<file path="src/rtl/wrg_pkg.sv">
package wrg_pkg;
  localparam int STAT_W  = 8;
  localparam int BP_W    = 2;
  localparam int WEL_POS = 1;
  localparam int BP_LSB  = 2;
  localparam int BP_MSB  = BP_LSB + BP_W - 1;

  typedef enum logic [BP_W-1:0] {
    PROT_NONE = 2'b00,
    PROT_QTR  = 2'b01,
    PROT_HALF = 2'b10,
    PROT_ALL  = 2'b11
  } prot_code_e;
endpackage

</file>
<file path="src/rtl/wrg_enable_latch.sv">
module wrg_enable_latch (
  input  logic clk,
  input  logic rst,
  input  logic set_i,
  input  logic clr_i,
  input  logic wr_req_i,
  input  logic frame_end_i,
  output logic wel_o
);
  logic wel_q;
  logic seen_q;
  logic frame_had_wr;

  // a write in this frame, including one arriving with the end pulse
  assign frame_had_wr = seen_q | wr_req_i;

  always_ff @(posedge clk) begin
    if (rst) begin
      wel_q  <= 1'b0;
      seen_q <= 1'b0;
    end else begin
      if (frame_end_i && frame_had_wr) wel_q <= 1'b0;
      else if (clr_i)                  wel_q <= 1'b0;
      else if (set_i)                  wel_q <= 1'b1;
      seen_q <= frame_end_i ? 1'b0 : frame_had_wr;
    end
  end

  assign wel_o = wel_q;


  wel_drop_after_write_frame_chk: assert property (@(posedge clk) disable iff (rst)
    (frame_end_i && frame_had_wr) |=> !wel_q);


  wel_rise_needs_set_chk: assert property (@(posedge clk) disable iff (rst)
    $rose(wel_q) |-> ($past(set_i) && !$past(clr_i)));
endmodule

</file>
<file path="src/rtl/wrg_range_check.sv">
module wrg_range_check
  import wrg_pkg::*;
#(
  parameter int ADDR_W = 9
) (
  input  logic [ADDR_W-1:0] addr_i,
  input  prot_code_e        code_i,
  output logic              hit_o
);
  localparam int unsigned DEPTH     = 1 << ADDR_W;
  localparam int unsigned HALF_BASE = DEPTH / 2;
  localparam int unsigned QTR_BASE  = DEPTH - DEPTH / 4;

  logic [31:0] addr_ext;
  assign addr_ext = 32'(addr_i);

  always_comb begin
    unique case (code_i)
      PROT_NONE: hit_o = 1'b0;
      PROT_QTR:  hit_o = (addr_ext >= QTR_BASE);
      PROT_HALF: hit_o = (addr_ext >= HALF_BASE);
      default:   hit_o = 1'b1;
    endcase
  end
endmodule

</file>
<file path="src/rtl/wrg_protect_reg.sv">
module wrg_protect_reg
  import wrg_pkg::*;
(
  input  logic            clk,
  input  logic            rst,
  input  logic            load_i,
  input  logic [BP_W-1:0] data_i,
  output prot_code_e      bp_o
);
  prot_code_e bp_q;

  always_ff @(posedge clk) begin
    if (rst)         bp_q <= PROT_NONE;
    else if (load_i) bp_q <= prot_code_e'(data_i);
  end

  assign bp_o = bp_q;


  bp_hold_without_load_chk: assert property (@(posedge clk) disable iff (rst)
    !load_i |=> $stable(bp_q));
endmodule

</file>
<file path="src/rtl/status_wr_guard.sv">
module status_wr_guard
  import wrg_pkg::*;
#(
  parameter int ADDR_W = 9
) (
  input  logic              clk,
  input  logic              rst,
  input  logic              set_en_i,
  input  logic              clr_en_i,
  input  logic              sr_wr_i,
  input  logic [STAT_W-1:0] sr_data_i,
  input  logic              mem_wr_i,
  input  logic [ADDR_W-1:0] mem_addr_i,
  input  logic              wp_n_i,
  input  logic              frame_end_i,
  output logic              mem_grant_o,
  output logic              sr_grant_o,
  output logic [STAT_W-1:0] status_o
);
  logic       wel;
  logic       in_range;
  logic       tier_ok;
  prot_code_e bp;
  logic       unused_sr_bits;

  assign unused_sr_bits = ^{sr_data_i[STAT_W-1:BP_MSB+1], sr_data_i[BP_LSB-1:0]};

  wrg_enable_latch u_latch (
    .clk        (clk),
    .rst        (rst),
    .set_i      (set_en_i),
    .clr_i      (clr_en_i),
    .wr_req_i   (mem_wr_i | sr_wr_i),
    .frame_end_i(frame_end_i),
    .wel_o      (wel)
  );

  wrg_protect_reg u_bp (
    .clk   (clk),
    .rst   (rst),
    .load_i(sr_grant_o),
    .data_i(sr_data_i[BP_MSB:BP_LSB]),
    .bp_o  (bp)
  );

  wrg_range_check #(.ADDR_W(ADDR_W)) u_range (
    .addr_i(mem_addr_i),
    .code_i(bp),
    .hit_o (in_range)
  );

  // first two tiers common to both write kinds
  assign tier_ok     = wel & wp_n_i;
  assign sr_grant_o  = sr_wr_i & tier_ok;
  assign mem_grant_o = mem_wr_i & tier_ok & ~in_range;

  // status byte assembled bit by bit, fixed positions tied low
  for (genvar b = 0; b < STAT_W; b++) begin : g_stat
    if (b == WEL_POS) begin : g_wel
      assign status_o[b] = wel;
    end else if (b >= BP_LSB && b <= BP_MSB) begin : g_bp
      assign status_o[b] = bp[b-BP_LSB];
    end else begin : g_zero
      assign status_o[b] = 1'b0;
    end
  end


  mem_grant_tiers_chk: assert property (@(posedge clk) disable iff (rst)
    mem_grant_o |-> (wp_n_i && status_o[WEL_POS]));


  sr_grant_tiers_chk: assert property (@(posedge clk) disable iff (rst)
    sr_grant_o |-> (wp_n_i && status_o[WEL_POS]));


  mem_grant_not_all_chk: assert property (@(posedge clk) disable iff (rst)
    mem_grant_o |-> (status_o[BP_MSB:BP_LSB] != 2'b11));


  sr_write_keeps_wel_chk: assert property (@(posedge clk) disable iff (rst)
    (sr_grant_o && !set_en_i && !clr_en_i && !frame_end_i) |=> $stable(status_o[WEL_POS]));
endmodule

</file>
<file path="config.mk">
export PLATFORM = sky130hd
export DESIGN_NAME = status_wr_guard
export DESIGN_NICKNAME = d
export VERILOG_FILES = /design/src/rtl/wrg_pkg.sv /design/src/rtl/wrg_enable_latch.sv /design/src/rtl/wrg_range_check.sv /design/src/rtl/wrg_protect_reg.sv /design/src/rtl/status_wr_guard.sv
export SDC_FILE = /design/constraint.sdc
export NUM_CORES = 1
export LEC_CHECK = 0
export ABC_AREA = 0
export BUFFER_PORTS_ARGS = -buffer_cell sky130_fd_sc_hd__buf_2
export CAP_MARGIN = 20
export CORE_AREA = 2 2 39 41
export DETAILED_ROUTE_END_ITERATION = 8
export DIE_AREA = 0 0 41 43
export GPL_TIMING_DRIVEN = 0
export PLACE_DENSITY = 0.52
export SLEW_MARGIN = 10
export SYNTH_ARGS = -nofsm -noshare
export SYNTH_HDL_FRONTEND = slang
export SYNTH_HIERARCHICAL = 1
export SYNTH_SLANG_ARGS = --single-unit
export TNS_END_PERCENT = 20
</file>
<file path="constraint.sdc">
create_clock -name clk -period 2.4 [get_ports clk]
set_input_delay 0.36 -clock clk [delete_from_list [all_inputs] [get_ports clk]]
set_output_delay 0.36 -clock clk [all_outputs]
set_load 0.01 [all_outputs]
</file>
==> flow_metrics.py <==
metrics = {
    "sta": {
        "rsz0062_at_grt": "no",
        "finClkSkew_ps": 0.663,
        "fmax_ghz": 0.689,
        "slew_violations": 0,
        "period_share_pct": 60.5,
        "final.min_clock_period_ps": 1450,
        "hold_violations": 0,
        "finalWorstSetupSlack_ps": 948,
        "setup_tns_ps": 0,
        "setup_viol": 0,
    },
    "worst_setup_path": {
        "crit_arrival_ps": 1090,
        "rr_startpoint": "u_latch/wel_o",
        "crit_start": "u_bp/bp_o[0]",
        "worst-endpoint-required_ps": 2040,
        "worst-path-stages": 4,
        "setup.worst_path.start_class": "flip-flop",
        "crit_end": "mem_grant_o",
        "cpPeakStageDelay_ps": 320,
        "cpMaxStageDelayCell": "dfxtp_1",
        "rr_worst_depth": 3,
        "critPathBufInv": 1,
        "critPathTopFamily": "flip-flops",
        "rrSetupSlack_ps": 1430,
        "path_cells": "o21ai_1 > nand2_1 > and4b_1 > buf_2",
        "worst-setup-path-type": "flip-flop to output pin",
        "reg2reg_to": "u_bp/bp_o[1]",
        "crit_fanout": 4,
        "worstSetupEndpointType": "output pin",
    },
    "global_routing": {
        "grt_usage_pct": 6.44,
        "grt_max_degree": 5,
        "use_met2_pct": 7.81,
        "use_met1_pct": 6.80,
        "grt_pass1_wl_um": 683,
        "antenna_found_initial": 0,
        "grt_pass1_vias": 191,
        "grt_use_met3_pct": 7.85,
        "busiest_layer": "met3",
        "gr-total-overflow": 0,
    },
    "floorplan": {
        "start_util_pct": 16.3,
        "io_pins": 35,
        "fp-row-count": 14,
        "die_h_um": 43,
        "die_w_um": 41,
        "core_um2": 1380,
        "die-area_um2": 1760,
    },
    "routing": {
        "dr_total_vias": 235,
        "routed_wl_um": 500,
        "wl_per_cell_um": 7.69,
        "drcViolationCount": 0,
        "drt_iter0_drc": 1,
        "drt_first_pass_iters": 2,
        "ant_nets": 0,
        "routed_via_density": 3.62,
    },
    "clock_network": {
        "clock_latency_ps": 230,
        "root_buffer": "clkbuf_4",
        "cts_hold_buffers": 0,
        "clock-sinks": 4,
        "cts_buffer_depth": 2,
        "cts-resized-gates": 0,
        "clkTransAtPathRegs_ps": 40,
        "cts_tree": "built",
        "cts-buffers-inserted": 3,
        "htree_levels": 1,
        "cts_setup_buffers": 0,
    },
    "synth": {
        "async_reset_ff_share_pct": 0,
        "synthTopCellsByArea": "dfxtp_1, buf_4, mux2i_1, nor2_1, nor4_2",
        "synth_edf_count": 0,
        "ys_seq_elements": 4,
        "syn_area_um2": 225,
        "synth_most_common_cell": "buf_4",
        "yosysTopAreaCellShare_pct": 35.6,
        "synth.avg_cell_area_um2": 8.66,
        "synthTopCellsByCount": "buf_4, dfxtp_1, nor2_1, mux2i_1",
        "yosysWarnings": 6,
        "ys_seq_area_share_pct": 35.6,
        "syn-instance-count": 26,
        "synth.distinct_cells": 14,
        "ys.flop_type": "dfxtp_1",
        "yosysTopAreaCell": "dfxtp_1",
    },
    "cells_and_area": {
        "finalNonFillerCells": 65,
        "fin_nets": 76,
        "syn_to_final_growth_pct": 61.1,
        "antenna_cells": 0,
        "multi_input_area_um2": 115,
        "drive_above_1_share_pct": 53.1,
        "fillers": 163,
        "regArea_um2": 80.1,
    },
    "worst_hold_path": {
        "min_path_type": "input port to flip-flop",
    },
    "job": {
        "cap_violations": 0,
    },
    "placed_design": {
        "placed_cells": 62,
        "dpl_worst_slack_ps": 1050,
        "gp_congestion": 0.582,
        "portBuffers": 16,
        "dp_hpwl_um": 426,
    },
    "pwr": {
        "p_leak_nw": 0.203,
        "vdd_drop_max_v": 0.000299,
        "p_per_area_nw_per_um2": 506,
    },
    "run_status": {
        "status": "completed",
    },
}
-- per-layer routing --
metal | routed length, um | vias up
li1 | - | 123
met1 | 211 | 100
met2 | 226 | 12
met3 | 62 | 0
met4 | 0 | 0
met5 | 0 | -
-- state kept, by name, indices dropped and copies added (netlist names) --
signal          count
u_bp/bp_o           2
u_latch/seen_q      1
u_latch/wel_o       1
-- cells in the final DEF, fill, tap and decap left out, types with 2 or more instances in the layout --
master    instances
buf_2            16
buf_4             6
conb_1            5
nor2_1            4
dfxtp_1           4
clkbuf_4          3
mux2i_1           2
-- through the flow --
stage / utilization (%) / hold WS, ps / total power [mW] / area, um2
finish: 26.2 / 292 / 0.184 / 363
global route: 26.2 / 289 / 0.197 / 363
CTS: 26.2 / 290 / 0.187 / 363
detailed placement: 24.6 / 467 / 0.0998 / 340
global placement: 24.6 / 469 / 0.0994 / 340
floorplan: - / 431 / 0.0871 / 240
-- where the power goes --
part	total [mW]	switching [mW]	internal (mW)
registers	0.0700	0.00130	0.0687
clock network	0.0848	0.0288	0.0560
logic	0.0287	0.0124	0.0163
-- final cells by class --
| cell class | instances | area share, % |
|---|---|---|
| Buffer | 6 | 12.4 |
| Clock buffer | 3 | 6.21 |
| Multi-Input combinational cell | 20 | 31.7 |
| Sequential cell | 4 | 22.1 |
| Tap cell | 16 | 5.52 |
| Timing Repair Buffer | 16 | 22.1 |
-- worst min-delay path by stage --
stage	start	endpoint	slack, ps	cells after the start
6_report	clr_en_i	u_latch/wel_o	290	2
5_1_grt	clr_en_i	u_latch/wel_o	290	2
4_1_cts	clr_en_i	u_latch/wel_o	290	2
3_5_place_dp	u_latch/seen_q	u_latch/seen_q	470	2
3_3_place_gp	u_latch/seen_q	u_latch/seen_q	470	2
2_1_floorplan	rst	u_latch/wel_o	430	1
-- kinds of logic (layout without fill, tap and decap cells) --
logic type	after synthesis	count (layout)	share of synthesized area, %
AOI/OAI and AO/OA	2	2	5.55
buffers and inverters	6	25	20.0
DFF	4	4	35.6
muxes	2	2	8.89
other	1	5	1.67
and+or+nand+nor	11	11	28.3
No activity file was read; power rests on OpenSTA's default activity.
